==> config.mk <==
export PLATFORM = sky130hd
export DESIGN_NAME = sendDescEncoder
export DESIGN_NICKNAME = d
export VERILOG_FILES = /design/src/rtl/sdePkg.sv /design/src/rtl/sdeCtrl.sv /design/src/rtl/sdeDatapath.sv /design/src/rtl/sendDescEncoder.sv
export SDC_FILE = /design/constraint.sdc
export NUM_CORES = 1
export LEC_CHECK = 0
export BUFFER_PORTS_ARGS = -buffer_cell sky130_fd_sc_hd__buf_2
export CORE_UTILIZATION = 45
export CTS_CLUSTER_DIAMETER = 200
export DETAILED_ROUTE_END_ITERATION = 6
export PLACE_DENSITY = 0.78
export SYNTH_ARGS = -nofsm -noshare
export SYNTH_HDL_FRONTEND = slang
export SYNTH_SLANG_ARGS = --single-unit
==> constraint.sdc <==
create_clock -name clk -period 4.95 [get_ports clk]
set_input_delay 0.99 -clock clk [delete_from_list [all_inputs] [get_ports clk]]
set_output_delay 0.99 -clock clk [all_outputs]
set_load 0.005 [all_outputs]
==> src/rtl/sdePkg.sv <==
package sdePkg;

  localparam int ADDR_DW_W = 46;
  localparam int DW_CNT_W  = 11;

  typedef struct packed {
    logic hdrWr;
    logic hdrLast;
    logic segWr;
    logic segLast;
    logic refuse;
  } sdeStrobes_t;

  function automatic logic [127:0] makeDesc(
    input logic [ADDR_DW_W-1:0] dwAddr,
    input logic [DW_CNT_W-1:0]  dwCount,
    input logic [DW_CNT_W-1:0]  dwOffset,
    input logic [1:0]           genTag,
    input logic                 isFirst,
    input logic                 isLast,
    input logic                 headToHost,
    input logic                 largeBuf,
    input logic                 intrReq
  );
    logic [63:0] wordLo;
    logic [63:0] wordHi;
    wordLo = {dwAddr[29:0], 2'b00, genTag, 3'b000, dwCount,
              intrReq, largeBuf, headToHost, isFirst, isLast, dwOffset};
    wordHi = {48'd0, dwAddr[45:30]};
    return {wordHi, wordLo};
  endfunction

endpackage

==> src/rtl/sdeCtrl.sv <==
module sdeCtrl
  import sdePkg::*;
#(
  parameter int SEG_W = 4,
  parameter int CNT_W = 16
) (
  input  logic              clk,
  input  logic              rstN,
  input  logic              reqValid,
  input  logic [SEG_W-1:0]  reqSegs,
  input  logic              segValid,
  input  logic [CNT_W-1:0]  freeCount,
  output sdeStrobes_t       st,
  output logic              reqReady
);

  typedef enum logic {S_IDLE, S_PAYLOAD} ctrlState_t;

  ctrlState_t       state;
  logic [SEG_W-1:0] remaining;
  logic [CNT_W-1:0] needSlots;
  logic             fits;

  always_comb begin
    needSlots  = CNT_W'(reqSegs) + CNT_W'(1);
    fits       = needSlots <= freeCount;
    reqReady   = (state == S_IDLE);
    st.hdrWr   = reqReady & reqValid & fits;
    st.hdrLast = st.hdrWr & (reqSegs == '0);
    st.refuse  = reqReady & reqValid & ~fits;
    st.segWr   = ~reqReady & segValid;
    st.segLast = st.segWr & (remaining == SEG_W'(1));
  end

  always_ff @(posedge clk) begin
    if (!rstN) begin
      state     <= S_IDLE;
      remaining <= '0;
    end else begin
      if (st.hdrWr) begin
        remaining <= reqSegs;
        if (reqSegs != '0) state <= S_PAYLOAD;
      end else if (st.segWr) begin
        remaining <= remaining - SEG_W'(1);
        if (st.segLast) state <= S_IDLE;
      end
    end
  end

  // while payload is pending at least one segment is still owed
  a_r11_pending_count: assert property (@(posedge clk) disable iff (!rstN)
    (state == S_PAYLOAD) |-> (remaining != '0));

endmodule

==> src/rtl/sdeDatapath.sv <==
module sdeDatapath
  import sdePkg::*;
#(
  parameter int RING_DEPTH = 256,
  parameter int IDX_W      = $clog2(RING_DEPTH),
  parameter int CNT_W      = 16
) (
  input  logic                 clk,
  input  logic                 rstN,
  input  sdeStrobes_t          st,
  input  logic [ADDR_DW_W-1:0] reqHdrAddr,
  input  logic [DW_CNT_W-1:0]  reqHdrDwords,
  input  logic                 reqLargeBuf,
  input  logic                 reqHeadToHost,
  input  logic                 reqIntr,
  input  logic [ADDR_DW_W-1:0] segAddr,
  input  logic [12:0]          segBytes,
  input  logic                 retireValid,
  input  logic [IDX_W:0]       retireNum,
  output logic                 ringWe,
  output logic [IDX_W-1:0]     ringAddr,
  output logic [127:0]         ringData,
  output logic                 tailStrobe,
  output logic [IDX_W-1:0]     tailIdx,
  output logic [IDX_W-1:0]     pktStartIdx,
  output logic                 reqBusy,
  output logic [CNT_W-1:0]     freeCount
);

  localparam logic [CNT_W-1:0] RING_CAP = CNT_W'(RING_DEPTH - 1);
  localparam logic [IDX_W-1:0] LAST_IDX = IDX_W'(RING_DEPTH - 1);

  logic [IDX_W-1:0]    tail, startReg, tailNext;
  logic [1:0]          gen;
  logic [DW_CNT_W-1:0] offReg, segDw;
  logic                lbReg, hthReg, intrReg;
  logic [CNT_W-1:0]    added, removed;
  logic                wrAny, wrapNow;
  logic [127:0]        descNext;

  always_comb begin
    wrAny     = st.hdrWr | st.segWr;
    wrapNow   = (tail == LAST_IDX);
    tailNext  = wrapNow ? '0 : tail + IDX_W'(1);
    segDw     = segBytes[12:2] + DW_CNT_W'(|segBytes[1:0]);
    freeCount = RING_CAP - (added - removed);
    if (st.hdrWr)
      descNext = makeDesc(reqHdrAddr, reqHdrDwords, '0, gen, 1'b1, st.hdrLast,
                          reqHeadToHost & st.hdrLast, reqLargeBuf,
                          reqIntr & st.hdrLast);
    else
      descNext = makeDesc(segAddr, segDw, offReg, gen, 1'b0, st.segLast,
                          hthReg & st.segLast, lbReg, intrReg & st.segLast);
  end

  always_ff @(posedge clk) begin
    if (!rstN) begin
      tail        <= '0;
      gen         <= '0;
      startReg    <= '0;
      offReg      <= '0;
      lbReg       <= 1'b0;
      hthReg      <= 1'b0;
      intrReg     <= 1'b0;
      added       <= '0;
      removed     <= '0;
      ringWe      <= 1'b0;
      ringAddr    <= '0;
      ringData    <= '0;
      tailStrobe  <= 1'b0;
      tailIdx     <= '0;
      pktStartIdx <= '0;
      reqBusy     <= 1'b0;
    end else begin
      ringWe     <= wrAny;
      reqBusy    <= st.refuse;
      tailStrobe <= ringWe & ringData[11];
      if (ringWe & ringData[11]) begin
        tailIdx     <= tail;
        pktStartIdx <= startReg;
      end
      if (wrAny) begin
        ringAddr <= tail;
        ringData <= descNext;
        tail     <= tailNext;
        if (wrapNow) gen <= gen + 2'd1;
        added    <= added + CNT_W'(1);
      end
      if (st.hdrWr) begin
        startReg <= tail;
        offReg   <= reqHdrDwords;
        lbReg    <= reqLargeBuf;
        hthReg   <= reqHeadToHost;
        intrReg  <= reqIntr;
      end else if (st.segWr) begin
        offReg <= offReg + segDw;
      end
      if (retireValid) removed <= removed + CNT_W'(retireNum);
    end
  end

  // a write from the top slot lands the tail at 0 and bumps the generation
  a_r7_wrap_gen: assert property (@(posedge clk) disable iff (!rstN)
    (wrAny && wrapNow) |=> (tail == '0 && gen == $past(gen) + 2'd1));

  // outstanding descriptors never exceed the usable ring capacity
  a_r8_no_overflow: assert property (@(posedge clk) disable iff (!rstN)
    (added - removed) <= RING_CAP);

endmodule

==> src/rtl/sendDescEncoder.sv <==
module sendDescEncoder
  import sdePkg::*;
#(
  parameter int RING_DEPTH = 256,
  parameter int SEG_W      = 4,
  parameter int IDX_W      = $clog2(RING_DEPTH)
) (
  input  logic             clk,
  input  logic             rstN,
  input  logic             reqValid,
  input  logic [45:0]      reqHdrAddr,
  input  logic [10:0]      reqHdrDwords,
  input  logic [SEG_W-1:0] reqSegs,
  input  logic             reqLargeBuf,
  input  logic             reqHeadToHost,
  input  logic             reqIntr,
  output logic             reqReady,
  output logic             reqBusy,
  input  logic             segValid,
  input  logic [45:0]      segAddr,
  input  logic [12:0]      segBytes,
  input  logic             retireValid,
  input  logic [IDX_W:0]   retireNum,
  output logic             ringWe,
  output logic [IDX_W-1:0] ringAddr,
  output logic [127:0]     ringData,
  output logic             tailStrobe,
  output logic [IDX_W-1:0] tailIdx,
  output logic [IDX_W-1:0] pktStartIdx
);

  localparam int CNT_W = 16;

  sdeStrobes_t      st;
  logic [CNT_W-1:0] freeCount;

  sdeCtrl #(.SEG_W(SEG_W), .CNT_W(CNT_W)) uCtrl (
    .clk(clk), .rstN(rstN), .reqValid(reqValid), .reqSegs(reqSegs),
    .segValid(segValid), .freeCount(freeCount), .st(st), .reqReady(reqReady)
  );

  sdeDatapath #(.RING_DEPTH(RING_DEPTH), .IDX_W(IDX_W), .CNT_W(CNT_W)) uData (
    .clk(clk), .rstN(rstN), .st(st),
    .reqHdrAddr(reqHdrAddr), .reqHdrDwords(reqHdrDwords),
    .reqLargeBuf(reqLargeBuf), .reqHeadToHost(reqHeadToHost), .reqIntr(reqIntr),
    .segAddr(segAddr), .segBytes(segBytes),
    .retireValid(retireValid), .retireNum(retireNum),
    .ringWe(ringWe), .ringAddr(ringAddr), .ringData(ringData),
    .tailStrobe(tailStrobe), .tailIdx(tailIdx), .pktStartIdx(pktStartIdx),
    .reqBusy(reqBusy), .freeCount(freeCount)
  );

  // a refusal is never accompanied by a ring write
  a_r8_busy_no_write: assert property (@(posedge clk) disable iff (!rstN)
    reqBusy |-> !ringWe);

  // a descriptor flagged first always carries offset zero
  a_r2_first_offset: assert property (@(posedge clk) disable iff (!rstN)
    (ringWe && ringData[12]) |-> (ringData[10:0] == '0));

  // tail publication follows a final-descriptor write by one cycle
  a_r9_tail_after_last: assert property (@(posedge clk) disable iff (!rstN)
    tailStrobe |-> $past(ringWe && ringData[11]));

endmodule

== Yosys cells after proc, flatten, opt, wreduce, memory -nomap -nowiden ==
Cells that the tools add are included.

* Flip-flop bits (word level): 224
* Bits of input ports: 137
* Output and inout bits: 156
* Logic and storage cells: 63

* Add/subtract/negate cells: 10
* Magnitude comparators: 1
* Equality and inequality tests: 3
* Mux-type cells: 10
* Bitwise gates (word level): 14
* Reduce and logical (&&, ||, !) cells: 7

{| class="wikitable"
|+ Operators with widths
! cell !! number
|-
| 80-bit 2-to-1 mux || 1
|-
| 11-bit 2-to-1 mux || 2
|-
| 16-bit by 1-bit adder with 16-bit output, second input constant || 1
|-
| 16-bit by 9-bit adder with 16-bit output || 1
|-
| 16-bit less-or-equal comparator || 1
|-
| 16-bit subtractor || 1
|-
| 8-bit by 16-bit subtractor with 16-bit output, first input constant || 1
|-
| 11-bit by 1-bit adder with 11-bit output || 1
|-
| 11-bit adder || 1
|-
| 1-bit bitwise AND || 11
|-
| 8-bit by 1-bit adder with 8-bit output, second input constant || 1
|-
| 8-bit equality test, second input constant || 1
|-
| 4-bit 2-to-1 mux || 2
|-
| 8-bit 2-to-1 mux || 1
|-
| 4-bit by 1-bit adder with 5-bit output, second input constant || 1
|-
| 4-bit by 1-bit equality test with 1-bit output, second input constant || 1
|-
| 4-bit logical NOT || 1
|-
| 1-bit 2-to-1 mux || 4
|-
| 2-bit nonzero test || 2
|-
| 4-bit nonzero test || 1
|-
| 4-bit by 1-bit subtractor with 4-bit output, second input constant || 1
|-
| 3-bit AND reduction || 1
|-
| 2-bit by 1-bit adder with 2-bit output, second input constant || 1
|-
| 2-bit != test, second input constant || 1
|-
| 4 further kinds || 5
|}

== Longest topological paths before layout ==
* Word-level depth: 7
* Gate-level depth with buffers: 18
* Depth with buffers taken out: 16

== Hierarchy ==
A second synthesis with hierarchy kept.

* Cells, all modules: 1,108
* Area total of the unflattened synthesis: 9,804.4 um^2

{| class="wikitable"
|+ Modules (own cells, without submodules)
! module !! instances !! cells an instance !! area each (um^2) !! sequential area each (um^2)
|-
| sdeDatapath || 1 || 1,030 || 9,220.1 || 3,323.2
|-
| sdeCtrl || 1 || 78 || 584.3 || 100.1
|}

== Worst setup path before layout ==
OpenSTA, ideal clock, no wires.

* Kind: input to register
* From: input port segBytes[1]
* To: register uData.offReg[10]
* Arrival: 3.710 ns
* Setup slack: 1.170 ns
* Stages: 13
* Buffers on the path: 0
* Cells stage by stage: or2_2 -> ha_1 -> ha_1 -> fa_1 -> a21oi_1 -> nor2_1 -> nor2_1 -> o21ai_0 -> o41ai_1 -> o21ai_0 -> xor2_1 -> a211o_1 -> a21oi_1

* Cells in the longest elaborated chain, start to end: 5

{| class="wikitable"
|+ RTL lines
! item !! RTL line !! RTL
|-
| start, declared || sendDescEncoder.sv:21 || <nowiki>input logic [12:0] segBytes,</nowiki>
|-
| 2-bit OR reduction || sdeDatapath.sv:45 || <nowiki>segDw = segBytes[12:2] + DW_CNT_W'(|segBytes[1:0]);</nowiki>
|-
| 11-bit by 1-bit adder with 11-bit output || sdeDatapath.sv:45 ||
|-
| 11-bit adder || sdeDatapath.sv:96 || <nowiki>offReg <= offReg + segDw;</nowiki>
|-
| 11-bit 2-to-1 mux || sdeDatapath.sv:95 || <nowiki>end else if (st.segWr) begin</nowiki>
|-
| 11-bit 2-to-1 mux || sdeDatapath.sv:89 || <nowiki>if (st.hdrWr) begin</nowiki>
|-
| end signal, assigned || sdeDatapath.sv:91 || <nowiki>offReg <= reqHdrDwords;</nowiki>
|-
| end signal, assigned || sdeDatapath.sv:96 ||
|-
| end, declared || sdeDatapath.sv:35 || <nowiki>logic [DW_CNT_W-1:0] offReg, segDw;</nowiki>
|}

No other way between the ends. The select of a mux whose other input is x is not followed.
A chain may end at the register's enable or synchronous reset.

== Final worst setup path ==
* From: register uData.added[1]
* To: register uData.ringData[54]

* Cells in the longest elaborated chain, start to end: 5

{| class="wikitable"
|+ RTL lines
! item !! RTL line !! RTL
|-
| start, declared || sdeDatapath.sv:37 || <nowiki>logic [CNT_W-1:0] added, removed;</nowiki>
|-
| start signal, assigned || sdeDatapath.sv:87 || <nowiki>added <= added + CNT_W'(1);</nowiki>
|-
| 16-bit subtractor (*) || sdeDatapath.sv:46 || <nowiki>freeCount = RING_CAP - (added - removed);</nowiki>
|-
| 8-bit by 16-bit subtractor with 16-bit output (*) || sdeDatapath.sv:46 ||
|-
| 16-bit less-or-equal comparator (*) || sdeCtrl.sv:26 || <nowiki>fits = needSlots <= freeCount;</nowiki>
|-
| 1-bit bitwise AND (*) || sdeCtrl.sv:28 || <nowiki>st.hdrWr = reqReady & reqValid & fits;</nowiki>
|-
| 80-bit 2-to-1 mux or 1-bit bitwise OR (tied branches) || sdeDatapath.sv:47, sdeDatapath.sv:42 ||
|-
| end signal, assigned || sdeDatapath.sv:84 || <nowiki>ringData <= descNext;</nowiki>
|-
| end, declared || sdeDatapath.sv:22 || <nowiki>output logic [127:0] ringData,</nowiki>
|}

Every way passes the cells marked *; elsewhere a longest branch is shown, timed or not.

==> impl_metrics.py <==
metrics = {
    "critical_path": {
        "cp_max_fo": 57,
        "worst-r2r-cell-count": 14,
        "setup.worst_path.start_class": "register",
        "timing.rr.end": "uData.ringData[54]$_SDFFE_PN0P_",
        "r2r_slack_ns": 0.64,
        "required_ns": 5.28,
        "endpoint": "uData.ringData[54]$_SDFFE_PN0P_",
        "crit_start": "uData.added[1]$_SDFFE_PN0P_",
        "worstSetupPathType": "reg2reg",
        "crit_arrival_ns": 4.64,
        "r2r_start": "uData.added[1]$_SDFFE_PN0P_",
        "cp-end-kind": "register",
    },
    "global_route": {
        "first_global_vias": 8007,
        "grt_max_degree": 78,
        "grt_antenna_before_repair": 1,
        "grt_pass1_wl_um": 40740,
        "overflow": 0,
        "grt_usage_pct": 23.24,
    },
    "finish": {
        "area_delta_synth_final_pct": 17.57,
        "drive_above_1_share_pct": 22.40,
        "fin_nets": 1572,
        "finish.cell_count_without_fillers": 1660,
    },
    "routing": {
        "ant_nets": 0,
        "vias": 9015,
        "drt_iter0_drc": 521,
        "viasPerCell": 5.431,
        "wl_per_cell_um": 15.52,
        "drtPass1Iterations": 5,
        "drc": 0,
        "wirelength_um": 25760,
    },
    "cts": {
        "clkTransAtPathRegs_ns": 0.07,
        "cts.path.max_buffers": 2,
        "postCtsHoldBufs": 0,
        "cts_buffers": 17,
        "cts_resized": 0,
        "clockRootBuffer": "clkbuf_16",
        "htreeDepth": 4,
        "clock_sink_count": 171,
        "cts_tree": "yes",
        "clkLatencyLatePin_ns": 0.43,
        "postCtsSetupRepairBufs": 0,
    },
    "timing": {
        "period_share_pct": 87.10,
        "slew_viol_final": 0,
        "skew_ns": 0.01221,
        "slew_headroom_pct": 29.21,
        "setup_viol": 0,
        "period_needed_ns": 4.312,
        "layout_setup_ws_ns": 0.6384,
        "rsz0062_at_grt": "false",
        "hold_viol": 0,
        "fin_setup_tns_ns": 0,
        "worstMarginPinSlew_ns": 1.062,
        "fmax_mhz": 231.9,
    },
    "synth": {
        "ys_ff_latch": 171,
        "yosysSeqAreaShare_pct": 35.67,
        "synth_edf_count": 0,
        "syn_area_um2": 9598,
        "ys_types": 68,
        "synthArstFlopShare_pct": 0,
        "syn_area_per_cell_um2": 8.196,
        "yosysWarnings": 0,
        "syn_inst": 1171,
        "ys.flop_type": "dfxtp_1",
    },
    "flow_run": {
        "maxCapViolations": 0,
    },
    "die": {
        "dieArea_um2": 21920,
        "die_h_um": 148.0,
        "die_w_um": 148.0,
        "coreArea_um2": 20960,
        "start_util_pct": 45.80,
        "ios": 293,
        "rows": 53,
    },
    "placement": {
        "hpwl_um": 18590,
        "place_worst_setup_slack_ns": 0.6383,
        "place_congestion": 0.9511,
        "portBuffers": 239,
        "dp_cells": 1627,
    },
    "power_and_ir_drop": {
        "p_leak_nw": 5.065,
        "max-vdd-ir-drop_uv": 234.4,
        "power.density_nw_per_um2": 330.4,
    },
    "status": {
        "status": "finished clean",
    },
    "worst_hold_path": {
        "hold_path.class": "reg2reg",
    },
}
-- worst max-delay path: stages (launching register included) --
cell	delay, ns
dfxtp_1	0.37
inv_1	0.07
ha_1	0.27
ha_1	0.23
fa_1	0.40
a211oi_1	0.46
o21a_1	0.23
a211oi_1	0.10
a2111oi_0	0.41
a311oi_1	0.09
a41o_1	0.35
o21ai_4	0.54
buf_12	0.32
nor2_1	0.07
a311oi_1	0.28
-- layer usage --
metal  global-route usage (%)  wire length [um]
met1                    30.61             11120
met2                    38.05             12300
met3                    3.272              1634
met4                    9.536               703
met5                        0                 0
-- sequential cells by signal, indices dropped and copies added (netlist names) --
register,flops
uData.ringData,75
uData.added,16
uData.removed,16
uData.offReg,11
uData.pktStartIdx,8
uData.ringAddr,8
uData.startReg,8
uData.tailIdx,8
uData.tail,8
uCtrl.remaining,4
uData.gen,2
uCtrl.state,1
uData.hthReg,1
uData.intrReg,1
uData.lbReg,1
uData.reqBusy,1
uData.ringWe,1
uData.tailStrobe,1
-- final cells by class --
type,instances,area [um^2]
Fill cell,1992,9671
Multi-Input combinational cell,880,5429
Sequential cell,171,3423
Timing Repair Buffer,249,1309
Clock buffer,18,429.2
Tap cell,275,344.1
Inverter,52,196.4
Clock inverter,14,151.4
Antenna cell,1,2.502
-- worst min-delay path by stage --
stage / endpoint / cells past startpoint / start / slack (ns)
floorplan: uData.pktStartIdx[0]$_SDFFE_PN0P_ / 2 / uData.startReg[0]$_SDFFE_PN0N_ / 0.43
global placement: uData.ringData[12]$_SDFFE_PN0P_ / 2 / uData.ringData[12]$_SDFFE_PN0P_ / 0.44
detailed placement: uData.pktStartIdx[4]$_SDFFE_PN0P_ / 2 / uData.pktStartIdx[4]$_SDFFE_PN0P_ / 0.44
CTS: uData.pktStartIdx[4]$_SDFFE_PN0P_ / 2 / uData.pktStartIdx[4]$_SDFFE_PN0P_ / 0.45
global route: uData.ringData[12]$_SDFFE_PN0P_ / 2 / uData.ringData[12]$_SDFFE_PN0P_ / 0.48
finish: uData.pktStartIdx[4]$_SDFFE_PN0P_ / 2 / uData.pktStartIdx[4]$_SDFFE_PN0P_ / 0.45
-- cells by family (layout without fill, tap and decap cells) --
logic type / Yosys count / count (layout) / synth area share (%)
other: 1 / 54 / 0.03907
and+or+nand+nor: 426 / 426 / 19.32
AOI/OAI and AO/OA: 258 / 258 / 18.79
muxes: 37 / 37 / 3.859
xor gates and xnor gates: 42 / 42 / 3.833
adders and majority gates: 64 / 64 / 8.578
buffers and inverters: 172 / 333 / 9.921
DFF: 171 / 171 / 35.67
-- placed cells by master, fill, tap and decap left out, types with 17 or more instances in the layout --
| master | synthesis | layout |
|---|---|---|
| xor2_1 | 17 | 17 |
| ha_1 | 61 | 61 |
| inv_1 | 52 | 51 |
| a311oi_1 | 43 | 43 |
| conb_1 | 1 | 53 |
| nand3_1 | 35 | 35 |
| dfxtp_1 | 171 | 171 |
| xnor2_1 | 25 | 25 |
| nand2_1 | 177 | 176 |
| o21ai_0 | 43 | 43 |
| nor2_1 | 136 | 136 |
| buf_2 | 8 | 239 |
| a21oi_1 | 66 | 66 |
| clkbuf_16 | 0 | 17 |
| mux2i_1 | 37 | 37 |
-- report_power, final --
group	switching [mW]	internal, mW
Sequential	0.0632	1.46
Combinational	0.504	0.370
Clock	0.614	0.715
Total	1.18	2.55
-- synthesized netlist by cell type, types with 13 or more instances --
cell type  number  share of area (%)
clkbuf_1       41                1.6
inv_1          52                2.0
nand3_1        35                1.8
o22ai_1        13               0.85
a21oi_1        66                3.4
nor2_1        136                5.3
dfxtp_1       171                 36
xnor2_1        25                2.3
a311oi_1       43                3.9
o21ai_0        43                2.2
xor2_1         17                1.6
mux2i_1        37                3.9
buf_4          61                4.8
nor3_1         13               0.68
ha_1           61                8.0
nand2_1       177                6.9
-- stage by stage --
step	utilization [%]	area [um^2]	total power, mW	hold WS, ns
final	53.85	11280	3.729	0.4511
after global routing	53.85	11280	3.930	0.4784
after CTS	53.84	11280	3.754	0.4528
after detailed placement	51.07	10700	2.420	0.4432
after global placement	51.07	10700	2.393	0.4395
after floorplan	-	9793	2.194	0.4315
(Power assumes the default switching activity.)
